File: src/rtl/rns_fir_pkg.sv
package rns_fir_pkg;

   typedef enum int {
      RK_LOW  = 0,   // modulus 2^N - 1
      RK_POW  = 1,   // modulus 2^N
      RK_WIDE = 2    // modulus 2^(N+1) - 1
   } rns_kind_e;

   function automatic int res_width(input int n, input rns_kind_e k);
      return (k == RK_WIDE) ? n + 1 : n;
   endfunction

   function automatic int res_modulus(input int n, input rns_kind_e k);
      int w;
      w = res_width(n, k);
      return (k == RK_POW) ? (1 << w) : (1 << w) - 1;
   endfunction

   function automatic bit res_wraps(input rns_kind_e k);
      return k != RK_POW;
   endfunction

endpackage

File: src/rtl/rns_pp_reduce.sv
// Constant modular multiplier: one partial product per set coefficient bit,
// reduced to a sum/carry pair by a chain of 3:2 compressors.
module rns_pp_reduce #(
   parameter int           W    = 8,
   parameter bit           WRAP = 1'b1,
   parameter logic [W-1:0] HRES = '0
) (
   input  logic [W-1:0] x,
   output logic [W-1:0] ps,
   output logic [W-1:0] pc
);

   always_comb begin : reduce
      logic [W-1:0] pp;
      logic [W-1:0] sm;
      logic [W-1:0] cy;
      logic [W-1:0] mj;
      pp = '0;
      sm = '0;
      cy = '0;
      mj = '0;
      for (int j = 0; j < W; j++) begin
         if (HRES[j]) begin
            pp = x << j;
            if (WRAP && j > 0) pp = pp | (x >> (W - j));
            mj = (sm & cy) | (sm & pp) | (cy & pp);
            sm = sm ^ cy ^ pp;
            // doubling: end-around for 2^W-1, truncated for 2^W
            cy = WRAP ? {mj[W-2:0], mj[W-1]} : {mj[W-2:0], 1'b0};
         end
      end
      ps = sm;
      pc = cy;
   end

endmodule

File: src/rtl/rns_tap_accum.sv
// One tap: 3:2 compressor against the neighbour's stored sum, ripple adder
// with the neighbour's stored carry as carry-in, sum/carry registers.
module rns_tap_accum #(
   parameter int W    = 8,
   parameter bit WRAP = 1'b1
) (
   input  logic         clk,
   input  logic         rst,
   input  logic         en,
   input  logic [W-1:0] ps,
   input  logic [W-1:0] pc,
   input  logic [W-1:0] prev_s,
   input  logic         cin,
   output logic [W-1:0] s_q,
   output logic         c_q
);

   logic [W-1:0] t_s;
   logic [W-1:0] mj;
   logic [W-1:0] t_c;
   logic [W-1:0] sm;
   logic [W:0]   rc;

   assign t_s = ps ^ pc ^ prev_s;
   assign mj  = (ps & pc) | (ps & prev_s) | (pc & prev_s);

   if (WRAP) begin : g_wrap
      assign t_c = {mj[W-2:0], mj[W-1]};
   end else begin : g_trunc
      assign t_c = {mj[W-2:0], 1'b0};
   end

   assign rc[0] = WRAP ? cin : 1'b0;
   for (genvar b = 0; b < W; b++) begin : g_rca
      assign sm[b]   = t_s[b] ^ t_c[b] ^ rc[b];
      assign rc[b+1] = (t_s[b] & t_c[b]) | (t_s[b] & rc[b]) | (t_c[b] & rc[b]);
   end

   always_ff @(posedge clk) begin
      if (rst) begin
         s_q <= '0;
         c_q <= 1'b0;
      end else if (en) begin
         s_q <= sm;
         c_q <= WRAP ? rc[W] : 1'b0;
      end
   end

endmodule

File: src/rtl/rns_mod_fold.sv
// Final modulo addition of the output tap's sum and carry into 0..M-1.
module rns_mod_fold #(
   parameter int W = 8,
   parameter int M = 255
) (
   input  logic [W-1:0] s,
   input  logic         c,
   output logic [W-1:0] r
);

   localparam logic [W:0] MV = (W+1)'(M);

   logic [W:0] t;
   logic [W:0] d;

   assign t = {1'b0, s} + {{W{1'b0}}, c};
   assign d = t - MV;
   assign r = (t >= MV) ? d[W-1:0] : t[W-1:0];

endmodule

File: src/rtl/rns_fir_channel.sv
module rns_fir_channel
   import rns_fir_pkg::*;
#(
   parameter int          N    = 8,
   parameter rns_kind_e   KIND = RK_LOW,
   parameter int          TAPS = 16,
   parameter int unsigned COEF [TAPS] = '{3, 17, 40, 77, 120, 161, 190, 205,
                                          205, 190, 161, 120, 77, 40, 17, 3},
   localparam int          W    = res_width(N, KIND),
   localparam int          M    = res_modulus(N, KIND),
   localparam bit          WRAP = res_wraps(KIND)
) (
   input  logic         clk,
   input  logic         rst,
   input  logic         in_valid,
   input  logic [W-1:0] in_res,
   output logic [W-1:0] out_res
);

   localparam int unsigned MU = M;

   if (N < 2 || N > 16) begin : g_bad_n
      $error("rns_fir_channel: N must lie in 2..16");
   end
   if (TAPS < 1) begin : g_bad_taps
      $error("rns_fir_channel: TAPS must be at least 1");
   end

   logic [W-1:0]    sum_q [TAPS];
   logic [TAPS-1:0] carry_q;

   for (genvar g = 0; g < TAPS; g++) begin : g_tap
      localparam logic [W-1:0] HRES = W'(COEF[g] % MU);

      logic [W-1:0] ps;
      logic [W-1:0] pc;
      logic [W-1:0] prev_s;
      logic         prev_c;

      if (g == TAPS - 1) begin : g_far
         assign prev_s = '0;
         assign prev_c = 1'b0;
      end else begin : g_link
         assign prev_s = sum_q[g+1];
         assign prev_c = carry_q[g+1];
      end

      rns_pp_reduce #(.W(W), .WRAP(WRAP), .HRES(HRES)) u_mul (
         .x  (in_res),
         .ps (ps),
         .pc (pc)
      );

      rns_tap_accum #(.W(W), .WRAP(WRAP)) u_acc (
         .clk    (clk),
         .rst    (rst),
         .en     (in_valid),
         .ps     (ps),
         .pc     (pc),
         .prev_s (prev_s),
         .cin    (prev_c),
         .s_q    (sum_q[g]),
         .c_q    (carry_q[g])
      );
   end

   rns_mod_fold #(.W(W), .M(M)) u_fold (
      .s (sum_q[0]),
      .c (carry_q[0]),
      .r (out_res)
   );

endmodule

File: config.mk
export PLATFORM = sky130hd
export DESIGN_NAME = rns_fir_channel
export DESIGN_NICKNAME = d
export VERILOG_FILES = /design/src/rtl/rns_fir_pkg.sv /design/src/rtl/rns_pp_reduce.sv /design/src/rtl/rns_tap_accum.sv /design/src/rtl/rns_mod_fold.sv /design/src/rtl/rns_fir_channel.sv
export SDC_FILE = /design/constraint.sdc
export NUM_CORES = 1
export LEC_CHECK = 0
export ABC_AREA = 0
export BUFFER_PORTS_ARGS = -buffer_cell sky130_fd_sc_hd__buf_2
export CAP_MARGIN = 20
export CORE_MARGIN = 2
export CORE_UTILIZATION = 41
export CTS_BUF_LIST = sky130_fd_sc_hd__clkbuf_2 sky130_fd_sc_hd__clkbuf_4 sky130_fd_sc_hd__clkbuf_8
export CTS_CLUSTER_SIZE = 14
export DETAILED_ROUTE_END_ITERATION = 8
export HOLD_SLACK_MARGIN = 0.15
export PLACE_DENSITY = 0.59
export SKIP_LAST_GASP = 1
export SYNTH_ARGS = -nofsm -noshare
export SYNTH_HDL_FRONTEND = slang
export SYNTH_HIERARCHICAL = 1
export SYNTH_SLANG_ARGS = --single-unit
File: constraint.sdc
create_clock -name clk -period 9.15 [get_ports clk]
set_input_delay 1.83 -clock clk [delete_from_list [all_inputs] [get_ports clk]]
set_output_delay 1.83 -clock clk [all_outputs]
set_load 0.01 [all_outputs]
Word-level counts from Yosys, hierarchy flattened
Index checks and enable logic that the tools add are counted.
{"block": "classes", "addsub": 2, "order_cmp": 1, "n_mux": 1, "bitwise": 1071}
{"cell": "$and A8 B8 Y8", "n": 74}
{"cell": "$or A8 B8 Y8", "n": 50}
{"cell": "$xor A8 B8 Y8", "n": 49}
{"cell": "$and A1 B1 Y1", "n": 382}
{"cell": "$xor A1 B1 Y1", "n": 255}
{"cell": "$or A1 B1 Y1", "n": 254}
{"cell": "$add A8 B1 Y9", "n": 1}
{"cell": "$ge A9 B8 Y1 const B", "n": 1}
{"cell": "$mux W8", "n": 1}
{"cell": "$or A8 B1 Y8", "n": 1}
{"cell": "$or A8 B2 Y8", "n": 1}
{"cell": "$or A8 B3 Y8", "n": 1}
{"cell": "$or A8 B4 Y8", "n": 1}
{"cell": "$or A8 B5 Y8", "n": 1}
{"cell": "$or A8 B6 Y8", "n": 1}
{"cell": "$or A8 B7 Y8", "n": 1}
{"cell": "$sub A8 B8 Y8 const B", "n": 1}
{"block": "word_totals", "reg_bits": 144, "inputBits": 11, "out_inout_bits": 8, "elab_cells": 1107}

Logic depth before layout (Yosys ltp)
Gate-level depths: netlist of the first run.
{"block": "logic_depth", "ltp_word": 41, "ltp_mapped": 21, "depth_no_buf": 21}

Cells and area by module
The synthesis of the first run kept the hierarchy.
{"mod": "rns_tap_accum", "instances": 16, "cells_per_inst": 57, "area_each_um2": 690.7, "seq_area_each_um2": 180.2}
{"mod": "rns_pp_reduce (g_tap[6].u_mul ...)", "instances": 2, "cells_per_inst": 97, "area_each_um2": 983.4, "seq_area_each_um2": 0.0}
{"mod": "rns_pp_reduce (g_tap[7].u_mul ...)", "instances": 2, "cells_per_inst": 74, "area_each_um2": 805.8, "seq_area_each_um2": 0.0}
{"mod": "rns_pp_reduce (g_tap[11].u_mul ...)", "instances": 2, "cells_per_inst": 68, "area_each_um2": 670.6, "seq_area_each_um2": 0.0}
{"mod": "rns_pp_reduce (g_tap[12].u_mul ...)", "instances": 2, "cells_per_inst": 67, "area_each_um2": 658.1, "seq_area_each_um2": 0.0}
{"mod": "rns_pp_reduce (g_tap[10].u_mul ...)", "instances": 2, "cells_per_inst": 56, "area_each_um2": 410.4, "seq_area_each_um2": 0.0}
{"mod": "rns_pp_reduce (g_tap[0].u_mul ...)", "instances": 4, "cells_per_inst": 8, "area_each_um2": 100.1, "seq_area_each_um2": 0.0}
{"mod": "rns_mod_fold", "instances": 1, "cells_per_inst": 45, "area_each_um2": 320.3, "seq_area_each_um2": 0.0}
{"mod": "rns_pp_reduce (g_tap[14].u_mul ...)", "instances": 2, "cells_per_inst": 12, "area_each_um2": 110.1, "seq_area_each_um2": 0.0}
{"mod": "rns_fir_channel", "instances": 1, "cells_per_inst": 1, "area_each_um2": 3.8, "seq_area_each_um2": 0.0}

Worst setup path after synthesis of the first run
Ideal clock, no wire load.
{"block": "synth_timing", "path_type": "input to register", "from": "input port in_res[5]", "to": "register g_tap[6].u_acc.s_q[7]", "setup_ns": 0.118, "t_arrival_ns": 7.861, "required_ns": 9.032, "path_slack_ns": 1.171, "cell_stages": 21, "path_buffers": 0, "path_cell_list": "ha_1 -> ha_1 -> a211o_1 -> fa_1 -> inv_1 -> fa_1 -> fa_1 -> inv_1 -> fa_1 -> inv_1 -> fa_1 -> fa_1 -> inv_1 -> fa_1 -> fa_1 -> fa_1 -> fa_1 -> fa_1 -> fa_1 -> mux2i_1 -> nor2_1"}
{"block": "synth_between", "elab_chain_cells": 36, "word_cells_on_any_way": 80, "cone_classes": "80 x bitwise"}
{"item": "from (decl)", "line_no": "rns_fir_channel.sv:16", "text": "input logic [W-1:0] in_res,"}
{"item": "$or A8 B1 Y8", "line_no": "rns_pp_reduce.sv:25", "text": "if (WRAP && j > 0) pp = pp | (x >> (W - j));"}
{"item": "$xor A8 B8 Y8", "line_no": "rns_pp_reduce.sv:27", "text": "sm = sm ^ cy ^ pp;"}
{"item": "$and A8 B8 Y8 or $xor A8 B8 Y8 (tied branches)", "line_no": "rns_pp_reduce.sv:26, rns_pp_reduce.sv:27"}
{"item": "$or A8 B8 Y8 or $xor A8 B8 Y8 (tied branches)", "line_no": "rns_pp_reduce.sv:26, rns_pp_reduce.sv:27"}
{"item": "$or A8 B8 Y8 or $and A8 B8 Y8 (tied branches)", "line_no": "rns_pp_reduce.sv:26", "text": "mj = (sm & cy) | (sm & pp) | (cy & pp);"}
{"item": "$and A8 B8 Y8, or another cell as far along", "line_no": "rns_pp_reduce.sv:26"}
{"item": "$or A8 B8 Y8 or $xor A8 B8 Y8 (tied branches)", "line_no": "rns_pp_reduce.sv:26, rns_pp_reduce.sv:27"}
{"item": "$or A8 B8 Y8 or $and A8 B8 Y8 (tied branches)", "line_no": "rns_pp_reduce.sv:26"}
{"item": "(+4 left out)"}
{"item": "net g_tap[6].ps[0]", "line_no": "rns_fir_channel.sv:35", "text": "logic [W-1:0] ps;"}
{"item": "(+17 left out)"}
{"item": "$and A1 B1 Y1", "line_no": "rns_tap_accum.sv:36", "text": "assign rc[b+1] = (t_s[b] & t_c[b]) | (t_s[b] & rc[b]) | (t_c[b] & rc[b]);"}
{"item": "$or A1 B1 Y1", "line_no": "rns_tap_accum.sv:36"}
{"item": "$or A1 B1 Y1 (*)", "line_no": "rns_tap_accum.sv:36"}
{"item": "$and A1 B1 Y1", "line_no": "rns_tap_accum.sv:36"}
{"item": "$or A1 B1 Y1", "line_no": "rns_tap_accum.sv:36"}
{"item": "$or A1 B1 Y1 (*)", "line_no": "rns_tap_accum.sv:36"}
{"item": "$xor A1 B1 Y1 (*)", "line_no": "rns_tap_accum.sv:35", "text": "assign sm[b] = t_s[b] ^ t_c[b] ^ rc[b];"}
{"item": "net g_tap[6].u_acc.sm[7]", "line_no": "rns_tap_accum.sv:21", "text": "logic [W-1:0] sm;"}
{"item": "to (signal assigned)", "line_no": "rns_tap_accum.sv:44", "text": "s_q <= sm;"}
{"item": "to (decl)", "line_no": "rns_tap_accum.sv:14", "text": "output logic [W-1:0] s_q,"}
The timed path passes the listed nets; every way through them passes the cells marked *.
A chain may end at the register's enable or synchronous reset.

Worst setup path after layout of the first run
{"block": "layout_timing", "from": "input port in_res[4]", "to": "register g_tap[9].u_acc.s_q[7]"}
{"block": "layout_between", "elab_chain_cells": 37, "word_cells_on_any_way": 80, "cone_classes": "80 x bitwise"}
{"item": "$or A8 B1 Y8", "line_no": "rns_pp_reduce.sv:25"}
{"item": "$xor A8 B8 Y8", "line_no": "rns_pp_reduce.sv:27"}
{"item": "$and A8 B8 Y8", "line_no": "rns_pp_reduce.sv:26"}
{"item": "$or A8 B8 Y8 (2 in series)", "line_no": "rns_pp_reduce.sv:26"}
{"item": "$and A8 B8 Y8", "line_no": "rns_pp_reduce.sv:26"}
{"item": "$or A8 B8 Y8 (2 in series)", "line_no": "rns_pp_reduce.sv:26"}
{"item": "$and A8 B8 Y8", "line_no": "rns_pp_reduce.sv:26"}
{"item": "$or A8 B8 Y8 (2 in series)", "line_no": "rns_pp_reduce.sv:26"}
{"item": "(+2 left out)"}
{"item": "net g_tap[9].ps[0]", "line_no": "rns_fir_channel.sv:35"}
{"item": "(+17 left out)"}
{"item": "$and A1 B1 Y1", "line_no": "rns_tap_accum.sv:36"}
{"item": "$or A1 B1 Y1", "line_no": "rns_tap_accum.sv:36"}
{"item": "$or A1 B1 Y1 (*)", "line_no": "rns_tap_accum.sv:36"}
{"item": "$and A1 B1 Y1", "line_no": "rns_tap_accum.sv:36"}
{"item": "$or A1 B1 Y1", "line_no": "rns_tap_accum.sv:36"}
{"item": "$or A1 B1 Y1 (*)", "line_no": "rns_tap_accum.sv:36"}
{"item": "$xor A1 B1 Y1 (*)", "line_no": "rns_tap_accum.sv:35"}
{"item": "net g_tap[9].u_acc.sm[7]", "line_no": "rns_tap_accum.sv:21"}
{"item": "to (signal assigned)", "line_no": "rns_tap_accum.sv:44"}
{"item": "to (decl)", "line_no": "rns_tap_accum.sv:14"}
Marks and branches as above.

==> run_results.csv, run 1 <==
group,metric,value,unit
detailed_routing,vias,11068,
clock_network,clockBufferDepth,2,
placed_design,portBuffers,18,
power_and_ir_drop,p_int,3.044,mW
clock_network,cts_hold_buffers,0,
power_and_ir_drop,pwr_density_cell,286.4,nW/um^2
detailed_routing,drt-wirelength-per-cell,15.88,um
power_and_ir_drop,swShare,47.20,%
global_routing,antenna_found_initial,0,
detailed_routing,first_iter_violations,374,
setup_path,cp_max_fo,13,
cells_and_area,layout_commonest_cell,"inv_1",
setup_path,crit_family,"adder cells",
cells_and_area,fin_util,44.17,%
yosys,synth_cells,1738,
setup_path,crit_arrival,8.40,ns
setup_path,cp_num_buf_inv,5,
setup_path,critPathCaptureType,"flop",
clock_network,clk_latency,0.51,ns
power_and_ir_drop,peakVddDrop,0.1533,mV
cells_and_area,diodes,0,
clock_network,cts_buffers,17,
setup_path,cp-startpoint,"in_res[4]",
detailed_routing,ant_nets,0,
detailed_routing,wl,37610,um
floorplanning,initial_core_util,41.80,%
timing,skew,0.01647,ns
global_routing,grt_pass1_vias,12588,
cells_and_area,seqCellArea,2883,sq um
cells_and_area,multi_input_area,13950,sq um
placed_design,dp_hpwl,28950,um
setup_path,start_kind,"input port",
yosys,seq_area_frac_synth,15.13,%
yosys,synth_warnings,6,
floorplanning,die-area,48210,sq um
detailed_routing,route.detailed.drc,0,
detailed_routing,first_pass_iters,4,
timing,worst_hold_slack,0.5034,ns
placed_design,dpl-instance-area,19720,sq um
cells_and_area,num-nets-final,2357,
placed_design,place.gp.congestion,0.7990,
job,max_cap_viol_count,0,
clock_network,post_cts_buffers,0,
timing,fin_crit,8.029,ns
timing,rsz0062_at_grt,"false",
yosys,netlist_area,19050,sq um
setup_path,cp_cell_sequence,"buf_2, ha_1, ha_1, a211o_1, fa_1, inv_1, fa_1, fa_1, inv_1, fa_1, inv_1, fa_1, fa_1, inv_1, fa_1, fa_1, fa_1, fa_1, fa_1, fa_1, mux2i_1, nor2_1",
status,outcome,"completed",
power_and_ir_drop,switching_power,2.722,mW
power_and_ir_drop,clock_power_share,9.6,%
floorplanning,core_area,45580,sq um
detailed_routing,vias_per_cell,4.674,
worst_hold_path,hold_start,"g_tap[9].u_acc/c_q",
setup_path,critPathSlowestCell,"fa_1",
yosys,syn_avg_cell_area,10.96,sq um
power_and_ir_drop,combPwrFrac,72.3,%
setup_path,crit_path_frequent_cell,"fa_1",
clock_network,clkSinkCount,144,
timing,period_share,87.75,%
setup_path,reg2reg_from,"g_tap[7].u_acc/s_q[0]",
timing,final_max_slew_viol_count,0,
setup_path,critPathRequiredTime,9.52,ns
yosys,ys_ff_latch,144,
yosys,synth_cell_types,33,
floorplanning,die_w,219.6,um
global_routing,grt_overflow,0,
cells_and_area,final_cell_mix,"inv_1 (497), fa_1 (384), ha_1 (207)",
setup_path,crit_type,"input port to flop",
cells_and_area,nFillCells,4325,
global_routing,grt_max_degree,84,
global_routing,grt_pass1_wl,65240,um
floorplanning,io_pins,19,
floorplanning,rows,78,
cells_and_area,stdcell_area,20130,sq um
power_and_ir_drop,finalPower,5.766,mW
global_routing,grt_usage,17.48,%
setup_path,slowest_delay,0.52,ns
timing,setup_violations,0,
clock_network,ctsResizeCount,0,
timing,slew_headroom,29.51,%
timing,fin_setup_tns,0,ns
power_and_ir_drop,pwr-share-seq,18.1,%
timing,max_slew.worst_pin.slew,1.057,ns
cells_and_area,drive_gt1_share,8.710,%
clock_network,htreeDepth,4,
worst_hold_path,worstHoldPathType,"flop to flop",
clock_network,cts_root_buffer,"clkbuf_8",
clock_network,clk_pin_slew,0.08,ns
cells_and_area,syn2layout_area_growth,5.654,%
power_and_ir_drop,power_leakage,10.09,nW
clock_network,cts_tree,"yes",
timing,max_freq,124.6,MHz
timing,hold_viol_final,0,
floorplanning,die-height,219.6,um
-- layer usage --
metal,wire length [um],track usage (%),up-vias
li1,-,-,5243
met1,18410,24.42,5706
met2,17870,28.75,80
met3,687,2.084,39
met4,646,4.752,0
met5,0,0,-
-- path summary, 6_finish.rpt --
kind / to / slack, ns / cells after the start
min reg2reg: g_tap[9].u_acc/c_q / 0.50 / 2
max reg2reg: g_tap[6].u_acc/s_q[7] / 4.64 / 13
min: g_tap[9].u_acc/c_q / 0.50 / 2
max: g_tap[9].u_acc/s_q[7] / 1.12 / 22
-- power by group through the flow --
stage | Combinational (mW) | Sequential [mW] | Clock, mW
finish | 4.17 | 1.04 | 0.554
global route | 4.88 | 1.07 | 0.597
CTS | 4.31 | 1.05 | 0.577
detailed placement | 4.28 | 1.06 | 0
global placement | 4.14 | 1.06 | 0
floorplan | 3.06 | 0.993 | 0
-- flip-flops by register name, summed over array words and instances (netlist names) --
name and flops:
g_tap.u_acc/c_q 16, g_tap.u_acc/s_q 128
-- through the flow --
stage	setup WS (ns)	instances
after floorplan	1.171	1746
after global placement	0.6752	2336
after detailed placement	0.5558	2336
after CTS	1.110	2368
after global routing	0.8920	2368
final	1.121	2368
-- worst register-to-register path, cell delays in order (launching register included) --
cell and delay (ns):
dfxtp_1 0.43, fa_1 0.44, inv_1 0.08, fa_1 0.19, fa_1 0.18, inv_1 0.06, fa_1 0.46, fa_1 0.48
fa_1 0.47, fa_1 0.46, fa_1 0.46, fa_1 0.49, mux2i_1 0.14, nor2_1 0.05
-- synth_stat cells --
cell,number,share of area (%)
nand4_2,1,0.066
nor3_2,1,0.053
o211a_1,1,0.053
a31oi_1,3,0.099
o31ai_4,1,0.11
nor2_1,150,3.0
buf_2,16,0.42
mux2i_1,112,5.9
nand4_1,1,0.033
nand2b_1,1,0.033
buf_6,16,0.95
o211ai_1,1,0.039
mux2_4,1,0.079
or2b_1,1,0.039
conb_1,1,0.020
inv_1,497,9.8
a21oi_1,2,0.053
xnor2_1,51,2.3
nand3_1,5,0.13
nor3_1,2,0.053
nand2_1,3,0.059
xor2_1,19,0.87
fa_1,384,40
a211oi_2,80,5.3
nor4_1,1,0.033
o22ai_1,1,0.033
o21bai_1,1,0.039
ha_1,207,14
a211o_1,16,0.74
and2_1,1,0.033
dfxtp_1,144,15
buf_4,16,0.63
and2_0,1,0.033
-- final cells by class --
cell class | count | area share, %
Multi-Input combinational cell | 1057 | 69.32
Timing Repair Buffer | 38 | 1.343
Sequential cell | 144 | 14.32
Clock buffer | 17 | 1.162
Inverter | 497 | 9.268
Tap cell | 600 | 3.729
Clock inverter | 15 | 0.8578
-- kinds of logic (layout without fill, tap and decap cells) --
| family | Yosys count | count (layout) | synth area share (%) |
|---|---|---|---|
| buf+inv | 545 | 567 | 11.79 |
| xor+xnor | 70 | 70 | 3.218 |
| fa+ha+maj | 591 | 591 | 53.94 |
| flops | 144 | 144 | 15.13 |
| mux | 113 | 113 | 5.963 |
| other cells | 1 | 9 | 0.01968 |
| simple gates | 168 | 168 | 3.520 |
| compound gates | 106 | 106 | 6.416 |
(Power assumes the default switching activity.)
==> inputs of run 2 (changes only) <==
SYNTH_HIERARCHICAL = not set   (was 1)
==> run 2 against run 1 <==
- register-to-register slack got worse by 0.32 ns
- sequential power barely moved
- power decreased by 6.8%
- clock-buffer cell count increased by 3
- critical path depth up 1
- design area fell by 31%
- cell count shrank 34%
- core utilization increased by 0.31 points
- area after synthesis decreased by 32%
- critical path type unchanged
- largest power group unchanged
==> run_results.csv, run 2 <==
group,metric,value,unit
status,outcome,"completed",
cells_and_area,fin_util,44.48,%
job,max_cap_viol_count,0,
detailed_routing,first_iter_violations,426,
placed_design,dpl-instance-area,13560,sq um
detailed_routing,route.detailed.drc,0,
global_routing,grt_overflow,0,
cells_and_area,final_cell_mix,"fa_1 (295), inv_1 (249), nor2_1 (155)",
detailed_routing,drt-wirelength-per-cell,19.02,um
setup_path,cp_max_fo,5,
yosys,yosys-top-cells-count,"fa_1 (295), inv_1 (249), nor2_1 (155)",
floorplanning,die_w,182.2,um
detailed_routing,vias_per_cell,4.769,
global_routing,antenna_found_initial,1,
yosys,synthFlopType,"dfxtp_1",
timing,period_share,88.97,%
clock_network,cts_root_buffer,"clkbuf_8",
global_routing,grt_pass1_wl,48600,um
power_and_ir_drop,peakVddDrop,0.1678,mV
global_routing,grt_max_degree,99,
power_and_ir_drop,power_leakage,6.625,nW
cells_and_area,layout_commonest_cell,"fa_1",
setup_path,crit_arrival,8.49,ns
yosys,syn_avg_cell_area,11.38,sq um
power_and_ir_drop,finalPower,5.371,mW
yosys,async_reset_ff_share,0,%
timing,hold_viol_final,0,
setup_path,start_kind,"input port",
timing,max_slew.worst_pin.slew,1.042,ns
clock_network,post_cts_buffers,0,
cells_and_area,num-nets-final,1517,
timing,skew,0.01688,ns
timing,fin_crit,8.141,ns
cells_and_area,stdcell_area,13960,sq um
yosys,synth_warnings,0,
placed_design,place.gp.congestion,0.8432,
clock_network,htreeDepth,4,
placed_design,dp_hpwl,24440,um
detailed_routing,vias,7492,
worst_hold_path,worstHoldPathType,"flop to flop",
timing,fin_setup_tns,0,ns
floorplanning,initial_core_util,41.47,%
setup_path,critPathRequiredTime,9.50,ns
placed_design,dp.cells,1539,
setup_path,crit_path_frequent_cell,"fa_1",
cells_and_area,stdcell_count,1571,
cells_and_area,largest_reg_flops,128,
global_routing,grt_pass1_vias,8358,
clock_network,clkSinkCount,144,
clock_network,cts_buffers,17,
clock_network,clk_pin_slew,0.09,ns
yosys,yosysTopAreaCellShare,45.36,%
cells_and_area,diodes,0,
cells_and_area,drive_gt1_share,5.731,%
clock_network,cts_tree,"yes",
yosys,synthMostInstantiatedCell,"fa_1",
yosys,synth_cells,1144,
global_routing,grt_usage,19.79,%
setup_path,slowest_delay,0.53,ns
yosys,ys_top_cells_by_area,"fa_1 (45%), dfxtp_1 (22%), mux2i_1 (9.5%)",
clock_network,ctsResizeCount,0,
timing,final_max_slew_viol_count,0,
yosys,syn-num-nets,1505,
cells_and_area,syn2layout_area_growth,7.256,%
yosys,seq_area_frac_synth,22.14,%
cells_and_area,top_regs,"g_tap.u_acc.s_q x128, g_tap.u_acc.c_q x16",
yosys,netlist_area,13020,sq um
yosys,ys_ff_latch,144,
setup_path,critPathSlowestCell,"fa_1",
clock_network,cts_hold_buffers,0,
setup_path,critPathCaptureType,"flop",
floorplanning,rows,65,
clock_network,clk_latency,0.48,ns
detailed_routing,wl,29890,um
yosys,synth_cell_types,33,
floorplanning,die-area,33200,sq um
clock_network,clockBufferDepth,2,
timing,rsz0062_at_grt,"false",
floorplanning,die-height,182.2,um
placed_design,portBuffers,18,
timing,setup_violations,0,
detailed_routing,ant_nets,0,
yosys,synth_top_area_cell,"fa_1",
power_and_ir_drop,pwr_density_cell,384.6,nW/um^2
yosys,synth_edf_count,0,
cells_and_area,top_register,"g_tap.u_acc.s_q",
timing,max_freq,122.8,MHz
detailed_routing,first_pass_iters,5,
setup_path,crit_type,"input port to flop",
timing,slew_headroom,30.55,%
floorplanning,io_pins,19,
floorplanning,core_area,31390,sq um
setup_path,cp_cell_sequence,"buf_2, ha_1, ha_1, a211oi_1, fa_1, inv_1, fa_1, inv_1, fa_1, inv_1, fa_1, inv_1, fa_1, fa_1, inv_1, fa_1, fa_1, fa_1, fa_1, fa_1, fa_1, mux2i_1, nor2_1",
## run 2: cell count changes in the layout (fill, tap and decap cells not counted), moves of 9 or more
cell      previous run  this run
xnor2_1             51         4
conb_1               9         0
mux2i_1            112       124
a211oi_1             0        21
a211o_1             16         6
o21ai_0              0        10
a211oi_2            80         1
fa_1               384       295
ha_1               207        55
buf_4               20        11
inv_1              497       249
## run 2: critical path, delay by kind of cell
kind	cells	cell delay, ns
mux	1	0.17
simple gates	1	0.06
compound gates	1	0.30
buf+inv	6	0.59
fa+ha+maj	14	5.52
## run 2: final timing paths
| kind | to | from | slack (ns) | cells past startpoint |
|---|---|---|---|---|
| max | g_tap[6].u_acc.s_q[7] | in_res[5] | 1.01 | 23 |
| min | g_tap[15].u_acc.c_q | g_tap[15].u_acc.c_q | 0.49 | 2 |
| max reg2reg | g_tap[14].u_acc.s_q[7] | g_tap[15].u_acc.s_q[0] | 4.32 | 13 |
| min reg2reg | g_tap[15].u_acc.c_q | g_tap[15].u_acc.c_q | 0.49 | 2 |
## run 2: logic make-up (layout without fill, tap and decap cells)
family	after synthesis	count (layout)	synth area share (%)
compound gates	48	48	2.681
xor+xnor	23	23	1.547
fa+ha+maj	350	350	50.65
buf+inv	284	309	8.236
flops	144	144	22.14
mux	124	124	9.534
simple gates	171	171	5.209
## run 2: final cells by class
class,count,area [sq um]
Clock buffer,20,269.0
Clock inverter,12,133.9
Fill cell,2978,17430
Inverter,249,934.6
Multi-Input combinational cell,716,9064
Sequential cell,144,2883
Tap cell,402,503.0
Timing Repair Buffer,28,176.4
## run 2: metal layers
| layer | vias to the layer above | wire length, um | track usage [%] | part of all wire [%] |
|---|---|---|---|---|
| met5 | - | 13 | 0 | 0.043 |
| met4 | 2 | 339 | 4.387 | 1.1 |
| met3 | 21 | 1610 | 4.550 | 5.4 |
| li1 | 3482 | - | - | - |
| met1 | 3864 | 13920 | 28.10 | 47 |
| met2 | 123 | 14010 | 31.13 | 47 |
## run 2: where the power goes
| group | internal (mW) | total (mW) | switching, mW |
|---|---|---|---|
| Clock | 0.261 | 0.536 | 0.275 |
| Combinational | 1.73 | 3.79 | 2.06 |
| Sequential | 0.857 | 1.05 | 0.188 |
| Total | 2.84 | 5.37 | 2.53 |
## run 2: through the flow
step / hold WS, ns / setup slack (ns)
after floorplan: 0.4563 / 1.010
after global placement: 0.4671 / 0.5929
after detailed placement: 0.4760 / 0.4524
after CTS: 0.4850 / 1.003
after global routing: 0.5176 / 0.6964
final: 0.4894 / 1.009
